[src/rtl/mc_ctrl_pkg.sv]
package mc_ctrl_pkg;
  localparam int ALU_W = 3;
  localparam int SH_W  = 2;
  localparam int CLS_W = 3;

  localparam logic [ALU_W-1:0] ALU_ADD  = 3'b010;
  localparam logic [SH_W-1:0]  SHU_PASS = 2'b00;

  localparam logic [CLS_W-1:0] CLS_AL  = 3'b000;
  localparam logic [CLS_W-1:0] CLS_LD  = 3'b001;
  localparam logic [CLS_W-1:0] CLS_ST  = 3'b010;
  localparam logic [CLS_W-1:0] CLS_BR  = 3'b011;

  typedef enum logic [2:0] {
    ST_FETCH, ST_DECODE, ST_EXEWB, ST_ADDR,
    ST_SMEM,  ST_RMEM,   ST_WB,    ST_BRANCH
  } state_e;

  typedef enum logic [1:0] {
    SRCB_REG  = 2'b00,
    SRCB_TWO  = 2'b01,
    SRCB_IMM8 = 2'b10,
    SRCB_IMM6 = 2'b11
  } srcb_e;

  typedef struct packed {
    logic             ir_wr;
    logic             pc_wr;
    logic             imem_rd;
    logic             dmem_rd;
    logic             dmem_wr;
    logic             reg_wr;
    logic             mem_to_reg;
    logic             reg_dst;
    logic             alu_src_a;
    srcb_e            alu_src_b;
    logic [ALU_W-1:0] alu_ctrl;
    logic [SH_W-1:0]  shu_ctrl;
    logic             imm_sel;
    logic             flag_wr;
  } ctrl_t;
endpackage

[src/rtl/mc_ctrl_next.sv]
module mc_ctrl_next
  import mc_ctrl_pkg::*;
(
  input  logic             clk_i,
  input  logic             rst_ni,
  input  state_e           state_i,
  input  logic [CLS_W-1:0] op_class_i,
  output state_e           next_o
);
  always_comb begin
    next_o = ST_FETCH;
    unique case (state_i)
      ST_FETCH:  next_o = ST_DECODE;
      ST_DECODE: begin
        if (op_class_i == CLS_AL)                              next_o = ST_EXEWB;
        else if (op_class_i == CLS_LD || op_class_i == CLS_ST) next_o = ST_ADDR;
        else if (op_class_i == CLS_BR)                         next_o = ST_BRANCH;
        else                                                   next_o = ST_FETCH;
      end
      ST_ADDR: begin
        if (op_class_i == CLS_ST)      next_o = ST_SMEM;
        else if (op_class_i == CLS_LD) next_o = ST_RMEM;
        else                           next_o = ST_FETCH;
      end
      ST_RMEM:   next_o = ST_WB;
      default:   next_o = ST_FETCH;  // exewb, smem, wb, branch
    endcase
  end

  AST_FETCH_TO_DECODE: assert property (@(posedge clk_i) disable iff (!rst_ni)
    state_i == ST_FETCH |-> next_o == ST_DECODE);
  AST_BAD_CLASS_FETCH: assert property (@(posedge clk_i) disable iff (!rst_ni)
    (state_i == ST_DECODE && op_class_i[CLS_W-1]) |-> next_o == ST_FETCH);
endmodule

[src/rtl/mc_ctrl_out.sv]
module mc_ctrl_out
  import mc_ctrl_pkg::*;
(
  input  state_e           state_i,
  input  logic [ALU_W-1:0] func_i,
  input  logic [SH_W-1:0]  sh_i,
  input  logic             cond_i,
  output ctrl_t            ctrl_o
);
  always_comb begin
    ctrl_o = '0;
    unique case (state_i)
      ST_FETCH: begin
        ctrl_o.ir_wr     = 1'b1;
        ctrl_o.pc_wr     = 1'b1;
        ctrl_o.imem_rd   = 1'b1;
        ctrl_o.alu_src_a = 1'b0;
        ctrl_o.alu_src_b = SRCB_TWO;
        ctrl_o.alu_ctrl  = ALU_ADD;
        ctrl_o.shu_ctrl  = SHU_PASS;
      end
      ST_DECODE: ;
      ST_EXEWB: begin
        ctrl_o.reg_wr     = 1'b1;
        ctrl_o.flag_wr    = 1'b1;
        ctrl_o.mem_to_reg = 1'b0;
        ctrl_o.reg_dst    = 1'b0;
        ctrl_o.alu_src_a  = 1'b1;
        ctrl_o.alu_src_b  = SRCB_REG;
        ctrl_o.alu_ctrl   = func_i;
        ctrl_o.shu_ctrl   = sh_i;
      end
      ST_ADDR: begin
        ctrl_o.alu_src_a = 1'b1;
        ctrl_o.alu_src_b = SRCB_IMM8;
        ctrl_o.alu_ctrl  = ALU_ADD;
        ctrl_o.shu_ctrl  = SHU_PASS;
        ctrl_o.imm_sel   = 1'b0;
      end
      ST_SMEM: ctrl_o.dmem_wr = 1'b1;
      ST_RMEM: ctrl_o.dmem_rd = 1'b1;
      ST_WB: begin
        ctrl_o.reg_wr     = 1'b1;
        ctrl_o.mem_to_reg = 1'b1;
        ctrl_o.reg_dst    = 1'b1;
      end
      ST_BRANCH: begin
        ctrl_o.alu_src_a = 1'b0;
        ctrl_o.alu_src_b = SRCB_IMM6;
        ctrl_o.alu_ctrl  = ALU_ADD;
        ctrl_o.shu_ctrl  = SHU_PASS;
        ctrl_o.imm_sel   = 1'b1;
        ctrl_o.pc_wr     = cond_i;
      end
      default: ctrl_o = '0;
    endcase
  end
endmodule

[src/rtl/mc_ctrl_fsm.sv]
module mc_ctrl_fsm
  import mc_ctrl_pkg::*;
(
  input  logic             clk_i,
  input  logic             rst_ni,
  input  logic [CLS_W-1:0] op_class_i,
  input  logic [ALU_W-1:0] func_i,
  input  logic [SH_W-1:0]  sh_i,
  input  logic             cond_i,
  output logic             ir_wr_o,
  output logic             pc_wr_o,
  output logic             imem_rd_o,
  output logic             dmem_rd_o,
  output logic             dmem_wr_o,
  output logic             reg_wr_o,
  output logic             mem_to_reg_o,
  output logic             reg_dst_o,
  output logic             alu_src_a_o,
  output logic [1:0]       alu_src_b_o,
  output logic [ALU_W-1:0] alu_ctrl_o,
  output logic [SH_W-1:0]  shu_ctrl_o,
  output logic             imm_sel_o,
  output logic             flag_wr_o
);
  state_e state_q, state_d;
  ctrl_t  ctrl;

  always_ff @(posedge clk_i or negedge rst_ni) begin
    if (!rst_ni) state_q <= ST_FETCH;
    else         state_q <= state_d;
  end

  mc_ctrl_next u_next (
    .clk_i      (clk_i),
    .rst_ni     (rst_ni),
    .state_i    (state_q),
    .op_class_i (op_class_i),
    .next_o     (state_d)
  );

  mc_ctrl_out u_out (
    .state_i (state_q),
    .func_i  (func_i),
    .sh_i    (sh_i),
    .cond_i  (cond_i),
    .ctrl_o  (ctrl)
  );

  assign ir_wr_o      = ctrl.ir_wr;
  assign pc_wr_o      = ctrl.pc_wr;
  assign imem_rd_o    = ctrl.imem_rd;
  assign dmem_rd_o    = ctrl.dmem_rd;
  assign dmem_wr_o    = ctrl.dmem_wr;
  assign reg_wr_o     = ctrl.reg_wr;
  assign mem_to_reg_o = ctrl.mem_to_reg;
  assign reg_dst_o    = ctrl.reg_dst;
  assign alu_src_a_o  = ctrl.alu_src_a;
  assign alu_src_b_o  = ctrl.alu_src_b;
  assign alu_ctrl_o   = ctrl.alu_ctrl;
  assign shu_ctrl_o   = ctrl.shu_ctrl;
  assign imm_sel_o    = ctrl.imm_sel;
  assign flag_wr_o    = ctrl.flag_wr;

  AST_ONE_MEM_PORT: assert property (@(posedge clk_i) disable iff (!rst_ni)
    $onehot0({imem_rd_o, dmem_rd_o, dmem_wr_o}));
  AST_FETCH_THEN_IDLE: assert property (@(posedge clk_i) disable iff (!rst_ni)
    ir_wr_o |=> !(ir_wr_o || pc_wr_o || reg_wr_o || dmem_wr_o || dmem_rd_o));
  AST_READ_THEN_WB: assert property (@(posedge clk_i) disable iff (!rst_ni)
    dmem_rd_o |=> (reg_wr_o && mem_to_reg_o && reg_dst_o));
  AST_STORE_RETURNS: assert property (@(posedge clk_i) disable iff (!rst_ni)
    (dmem_wr_o || reg_wr_o || imm_sel_o) |=> ir_wr_o);
  AST_FLAG_WITH_ALU_WB: assert property (@(posedge clk_i) disable iff (!rst_ni)
    flag_wr_o |-> (reg_wr_o && !mem_to_reg_o));
  AST_ADDR_TO_MEM: assert property (@(posedge clk_i) disable iff (!rst_ni)
    (state_q == ST_ADDR && op_class_i == CLS_LD) |=> dmem_rd_o);
endmodule

[config.mk]
export PLATFORM = sky130hd
export DESIGN_NAME = mc_ctrl_fsm
export DESIGN_NICKNAME = d
export VERILOG_FILES = /design/src/rtl/mc_ctrl_pkg.sv /design/src/rtl/mc_ctrl_next.sv /design/src/rtl/mc_ctrl_out.sv /design/src/rtl/mc_ctrl_fsm.sv
export SDC_FILE = /design/constraint.sdc
export NUM_CORES = 1
export LEC_CHECK = 0
export CORE_AREA = 2 2 39 41
export DETAILED_ROUTE_END_ITERATION = 16
export DIE_AREA = 0 0 41 43
export PLACE_DENSITY_LB_ADDON = 0.12
export SETUP_SLACK_MARGIN = 0.05
export SYNTH_ARGS = -nofsm -noshare
export SYNTH_HDL_FRONTEND = slang
export SYNTH_SLANG_ARGS = --single-unit
[constraint.sdc]
create_clock -name clk_i -period 1.7 [get_ports clk_i]
set_clock_uncertainty 0.15 [all_clocks]
set_input_delay 0.51 -clock clk_i [delete_from_list [all_inputs] [get_ports clk_i]]
set_output_delay 0.51 -clock clk_i [all_outputs]
set_load 0.01 [all_outputs]
==> Word level (Yosys, flattened, before mapping) <==
Cells that the tools add are included.
{ "totals": {"reg_bits": 3, "out_inout_bits": 18} }
{ "op_classes": {"n_eq_ne": 10, "mux": 14, "reduce_logical": 3} }
{ "op_table": {"columns": ["operator", "count"], "rows": [
  ["$pmux 8 s4", 1],
  ["$mux 3", 5],
  ["$eq 3x2->1 const B", 4],
  ["$eq 3x3->1 const B", 4],
  ["$pmux 3 s4", 1],
  ["$eq 3x1->1 const B", 2],
  ["$logic_not 3->1", 2],
  ["$pmux 3 s2", 1],
  ["$mux 1", 5],
  ["$pmux 1 s2", 1],
  ["$logic_or 1x1->1", 1]
]} }

==> Longest topological paths before layout <==
Gate-level depths: netlist of the first run.
{ "depth": {"ltp_word": 5, "mapped_depth": 4, "ltp_nobuf": 3} }

==> By module <==
From an unflattened synthesis of the first run, not the netlist that was laid out.
{ "hier_totals": {"cells_unflattened": 34, "hier_area_um2": 295.3} }
{ "modules_own_cells": {"columns": ["mod", "n_inst", "cells_each", "area_each_um2", "seq_area_each_um2"], "rows": [
  ["mc_ctrl_out", 1, 20, 142.6, 0.0],
  ["mc_ctrl_next", 1, 11, 77.6, 0.0],
  ["mc_ctrl_fsm", 1, 3, 75.1, 75.1]
]} }

==> Worst setup path before layout of the first run <==
No wires, ideal clock.
{ "synth_path": {"kind": "reg-to-output", "start": "reg state_q[0]", "end": "out reg_dst_o", "t_arrival_ns": 1.128, "t_required_ns": 1.040, "setup_slack_ns": -0.088, "path_stages_with_launch": 4, "path_buffers": 2, "cell_sequence": "dfrtp_1 buf_4 nor3_1 buf_4"} }
{ "synth_between": {"elab_chain_cells": 2, "elab_cells_between_ends": 3, "classes_between": "eq/ne (2); mux (1)"} }
{ "synth_lines": {"columns": ["item", "line", "rtl"], "rows": [
  ["start, declared", "mc_ctrl_fsm.sv:25", "state_e state_q, state_d;"],
  ["start signal, assigned", "mc_ctrl_fsm.sv:30", "else state_q <= state_d;"],
  ["$eq 3x3->1 / $eq 3x2->1 (equally long branches)", "mc_ctrl_out.sv:12", "unique case (state_i)"],
  ["$pmux 3 s2 (*)", "mc_ctrl_out.sv:12", null],
  ["end, declared", "mc_ctrl_fsm.sv:17", "output logic reg_dst_o,"]
]} }
Every way passes the cells marked *; elsewhere a longest branch is shown, timed or not.

==> Worst setup path after layout of the first run <==
{ "layout_path": {"start": "reg state_q[1]", "end": "out alu_src_b_o[0]"} }
{ "layout_between": {"elab_chain_cells": 2, "elab_cells_between_ends": 5, "classes_between": "eq/ne (3); mux (1); reduce/logical (1)"} }
{ "layout_lines": {"columns": ["item", "line", "rtl"], "rows": [
  ["$eq 3x3->1 (tied with other cells)", "mc_ctrl_out.sv:12", null],
  ["$pmux 8 s4 (*)", "mc_ctrl_out.sv:12", null],
  ["end, declared", "mc_ctrl_fsm.sv:19", "output logic [1:0] alu_src_b_o,"]
]} }
Marked as above.

==> results of run 1 <==
==> path summary, 6_finish.rpt <==
kind | start | endpoint | slack (ps) | cells past startpoint
max | state_q[1] | alu_src_b_o[0] | -240 | 4
min | rst_ni | state_q[1] | 310 | 1
max reg2reg | state_q[1] | state_q[2] | 430 | 5
min reg2reg | state_q[2] | state_q[0] | 510 | 2
max in group asynchronous | rst_ni | state_q[0] | 930 | 1
min in group clk_i | state_q[2] | state_q[0] | 510 | 2
==> layout by cell type (no fill, tap or decap), drive strengths merged <==
cell type | Yosys | routed
nand2 | 1 | 1
o21ai | 1 | 1
nand2b | 1 | 1
clkdlybuf4s50 | 0 | 7
and2 | 5 | 5
or2 | 1 | 1
nor2b | 2 | 2
o211ai | 1 | 1
and3 | 1 | 1
inv | 2 | 2
buf | 3 | 31
dlygate4sd2 | 0 | 4
a21oi | 2 | 2
nor2 | 5 | 5
a32oi | 1 | 1
a21boi | 1 | 1
dfrtp | 3 | 3
a21o | 2 | 2
mux2i | 1 | 1
clkbuf | 1 | 4
nor3 | 4 | 4
nand3b | 1 | 1
==> layout make-up <==
cell class              count  area (um^2)
fillers                   156          704
repair buffers             42          328
multi-input cells          30          219
flip-flops and latches      3         78.8
clock buffers               4         26.3
well taps                  16         20.0
inverters                   2         7.51
==> layer usage <==
metal	global-route usage [%]	share of wire (%)	up-vias
met2	20.0	51	15
met3	4.71	7.5	3
met4	4.00	0.84	0
met1	14.9	40	189
met5	0	0	-
li1	-	-	216
==> worst max-delay path, stage by stage (launching register included) <==
cell	delay (ps)
dfrtp_2	430
buf_6	130
and3_4	160
or2_1	190
buf_2	140
==> per-stage QoR <==
stage	cells	hold slack [ps]	TNS, ps
finish	97	310	-2180
global route	97	297	-3410
CTS	96	306	-2410
detailed placement	86	558	-6840
global placement	86	554	-6800
floorplan	39	64.4	0
==> kinds of logic (layout without fill, tap and decap cells) <==
family	Yosys count	in the layout	synth area share (%)
buf+inv	6	48	11.6
simple gates	21	21	41.9
mux	1	1	3.32
compound gates	8	8	18.3
flops	3	3	24.9
==> cell usage after synthesis (2+ instances only) <==
library cell	n	area, um^2
nor3_1	3	15.0
buf_4	3	22.5
nor2b_1	2	12.5
and2_1	4	25.0
dfrtp_1	3	75.1
nor2_1	5	18.8
a21oi_1	2	10.0
==> power breakdown <==
group          leakage, nW  total [mW]  switching [mW]  internal, mW
Clock               0.0150       0.123          0.0351        0.0878
Sequential          0.0344       0.166          0.0597         0.107
Combinational        0.304       0.771           0.339         0.432
==> repair_timing <==
| item | CTS | global route |
|---|---|---|
| endpoints found under the hold margin | 0 | 0 |
| resized for setup | 84 | 4 |
| setup endpoints to repair | 18 | 18 |
| pin swaps | 9 | 1 |
| buffers inserted | 7 | 1 |
==> results.md, run 1 <==
- Via/cell ratio: roughly 4.4
- Setup violations, final: 18
- Gate Count Post-Synth: 39
- CORE AREA: approximately 1400 um^2
- Vias: 423
- TritonCTS clock tree: done
- Root buf cell: clkbuf_4
- Overall Global Routing Usage: approximately an eighth
- Fin crit share: 114%
- Layout cell share with drive strength beyond 1: between 50% and 60%
- Post-Syn Nets: 50
- Die ar.: 1760 um^2
- I/O pin cnt: 29
- Post-synth design cell area: slightly above 300 um^2
- Die X-Extent: just over 40 um
- Unique cell type count in the Yosys netlist: 24
- WS Path Type: flop to primary output
- Max_cap viols: 0
- Max-slew violation count: 0
- Peak supply drop: about 0.81 mV
- Detailed Routing Iterations Pass 1: 4
- DRC: 0
- First-pass GRT wire length: 1.50 mm
- Largest net degree at the start of global routing: 7
- DP Area: ~640 um^2
- Clock tree buffer depth: 2
- Fin. Hold Viols: 0
- # nets final: 93
- Critical Path Source Type: flop
- Most used DFF post-synth: dfrtp_1
- Hold Crit Class: primary input to asynchronous set/reset pin
- CTS H-tree depth: 1
- GRT overflow: 0
- Avg Inst Size Synth: ~7.7 um^2
- Ant. Diodes: 0
- Pwr Density: between 1500 and 2000 nW/um^2
- Post-synth EDFFs: 0
- CP endpoint kind: primary output
- Number of port buffers: 28
- Final Power: between 1 and 1.5 mW
- Initial cell density of the core: between 20% and 30%
- Die Y: 43 um
- Max Fclk: about 520 MHz
- Max-slew headroom: between 80% and 90%
- CTS clock-pin slew for the worst setup and hold paths: about 40 ps
- Sink Count: 3
- HPWL Detailed: between 700 and 800 um
- Clk_lat worst skew: 230 ps
- Drt first-iter violations: 12
- Max reg flops: 3
- RSZ-0062 raised after global routing: yes
- Least-Margin Pin Slew: around 210 ps
- Layout Utilization: 49.1%
- Crit Path Max Fanout: 4
- Status: complete, but fails checks
- Post-layout instance area: about 680 um^2
- Crit path time final: 1940 ps
- Row cnt: 14
- Vias in the first global route: ~350
- Syn-to-layout area delta: 125%
- Worst Path Required: ~1000 ps
- Yosys warns: 0
- Cts hold-fix bufs: 0
- Top flop regs: state_q x3
- LEAKAGE: 0.354 nW
- Routed WL per cell: 9.86 um
- DP Worst Slack: -674 ps
- Data arrival, critical path: 1280 ps
- Post-synthesis register bit count: 3
- Total wire length: about 960 um
- Seq/Total Area, Yosys: approximately a quarter
- Final worst setup slack: -238 ps
- TritonCTS Buffers: 3
- Initial antenna violation count: 0
- Gpl congestion: between 0.7 and 0.8
- Top reg by flops: state_q
- Ys async rst share: between 90% and 100%
- Failing checks: setup timing
- Antenna-violating nets left: 0
Note: power is estimated with default switching activity, not from simulation.
==> inputs of run 2 (changes only) <==
Settings changed: PLACE_DENSITY_LB_ADDON 0.12 to unset.
==> run 2 against run 1 <==
  * The run still ends with setup timing left
  * Sequential power down 7%
  * Worst hold slack better by 1.5 ps
  * Design area up 12%
  * Utilization up 6.0 points
  * Cell count up 3.1%
  * Setup slack better by 20 ps
  * Sequential cell count unchanged
  * Combinational power up 28%
==> results.md, run 2 (synthesis results as in run 1) <==
- Met2 Wirelength: around 550 um
- Max reg flops: 3
- Fillers: approximately 130
- Top flop regs: state_q x3
- Layout cell share with drive strength beyond 1: 61.9%
- Die ar.: about 1800 um^2
- Number of port buffers: 28
- Most common cell after layout, fill and taps aside: buf_2
- Metal3 WL: 146 um
- WS Path Type: flop to primary output
- Sink Count: 3
- Final cell count without fillers: 100
- Least-Margin Pin Slew: 165 ps
- Max-slew violation count: 0
- DP Worst Slack: -666 ps
- Gpl congestion: a little under 0.7
- Wl on met1: roughly 360 um
- Failing checks: setup timing
- Crit Path Max Fanout: 7
- CP Cell Sequence: buf_6, inv_8, nor3_4, and2_1, buf_2
- Post-layout instance area: between 700 and 800 um^2
- Initial cell density of the core: a little over a fifth
- Vias in the first global route: between 300 and 400
- Total wire length: around 1.1 mm
- CTS clock-pin slew for the worst setup and hold paths: around 40 ps
- Crit path time final: 1920 ps
- Reg-to-reg critical path endpoint: state_q[0]
- Status: complete, but fails checks
- Data arrival, critical path: between 1000 and 1500 ps
- Max layer used: met3
- Overall Global Routing Usage: about an eighth
- TritonCTS Buffers: 3
- Drt first-iter violations: 7
- Die Y: roughly 43 um
- I/O pin cnt: 29
- Ant. Diodes: 0
- Routed WL per cell: between 10 and 15 um
- Fin. Hold Viols: 0
- Top reg by flops: state_q
- Setup violations, final: 17
- CTS H-tree depth: 1
- Worst R2R Setup Slack: 350 ps
- LEAKAGE: about 0.39 nW
- DP Area: 648 um^2
- GRT overflow: 0
- Max_cap viols: 0
- Antenna-violating nets left: 0
- Root buf cell: clkbuf_4
- Crit-path leading delay family: flip-flops
- CORE AREA: approximately 1400 um^2
- Via/cell ratio: ~4.4
- Vias: around 440
- Hold slack: between 300 and 400 ps
- Max-slew headroom: between 80% and 90%
- Placed instance count: 87
- CP endpoint kind: primary output
- # nets final: 96
- Reg2Reg Depth: 5
- DRC: 0
- Die X-Extent: slightly above 40 um
- Fin crit share: 113%
- HPWL Detailed: roughly 700 um
- Largest net degree at the start of global routing: 8
- Syn-to-layout area delta: 153%
- Final Power: 1.26 mW
- CP max-delay cell: dfrtp_2
- Clk_lat worst skew: between 200 and 250 ps
- R2R Path Start: state_q[0]
- Worst Path Required: 1040 ps
- RSZ-0062 raised after global routing: yes
- Critical Path Source Type: flop
- Pwr Density: around 1700 nW/um^2
- Final worst setup slack: -218 ps
- Clock tree buffer depth: 2
- Hold Crit Class: primary input to asynchronous set/reset pin
- Worst path max stage delay: 390 ps
- Initial antenna violation count: 0
- Most frequent cells in the layout: buf_2 (15), buf_6 (12), clkdlybuf4s50_1 (9), buf_4 (7)
- Row cnt: 14
- Max Fclk: about 520 MHz
- Peak supply drop: 0.495 mV
- First-pass GRT wire length: roughly 1.6 mm
- CP Buf/Inv Count: 3
- Detailed Routing Iterations Pass 1: 4
- TritonCTS clock tree: done
## run 2: cell types whose count changed in the layout (fill, tap and decap cells not counted), sizes merged
cell	change
buf	+4
dlygate4sd2	-4
dlymetal6s2s	+1
clkdlybuf4s50	+2
## run 2: how the worst max path moves through the flow
stage                from       endpoint  slack [ps]  cells past startpoint
2_1_floorplan  state_q[1]  alu_ctrl_o[0]          40                      3
3_3_place_gp    func_i[1]  alu_ctrl_o[1]        -650                      4
3_5_place_dp    func_i[1]  alu_ctrl_o[1]        -670                      4
4_1_cts        state_q[0]  shu_ctrl_o[1]        -250                      4
5_1_grt        state_q[1]  alu_ctrl_o[0]        -300                      5
6_report       state_q[1]  alu_ctrl_o[2]        -220                      5
## run 2: metal layers
layer	vias to the layer above	GRT usage, %
li1	220	-
met1	201	14.7
met2	22	23.4
met3	0	1.05
met4	0	4.00
met5	-	0
## run 2: timing repair
item                                    4_1_cts  5_1_grt
hold buffers                                  0        0
pin swaps                                     9        3
buffers inserted                              7        2
gates resized for setup                      89       12
endpoints found under the setup margin       18       18
## run 2: layout make-up
type	count	area, um^2	area share [%]
Inverter	2	17.5	2.30
Timing Repair Buffer	45	385	50.6
Multi-Input combinational cell	30	234	30.7
Clock buffer	4	26.3	3.45
Sequential cell	3	78.8	10.3
Tap cell	16	20.0	2.63
## run 2: worst register-to-register path: stages (launching register included)
cell and delay [ps]:
dfrtp_2 440, buf_6 130, buf_6 110, buf_4 130
a21o_2 170, a21oi_1 130
## run 2: per-stage QoR
stage | util, % | setup TNS [ps]
after floorplan | - | 0
after global placement | 46.8 | -6750
after detailed placement | 46.8 | -6880
after CTS | 50.6 | -2660
after global routing | 55.1 | -3240
final | 55.1 | -2390
## run 2: power by group
| part | internal [mW] | switching, mW |
|---|---|---|
| Clock | 0.0879 | 0.0354 |
| Sequential | 0.107 | 0.0487 |
| Combinational | 0.568 | 0.417 |
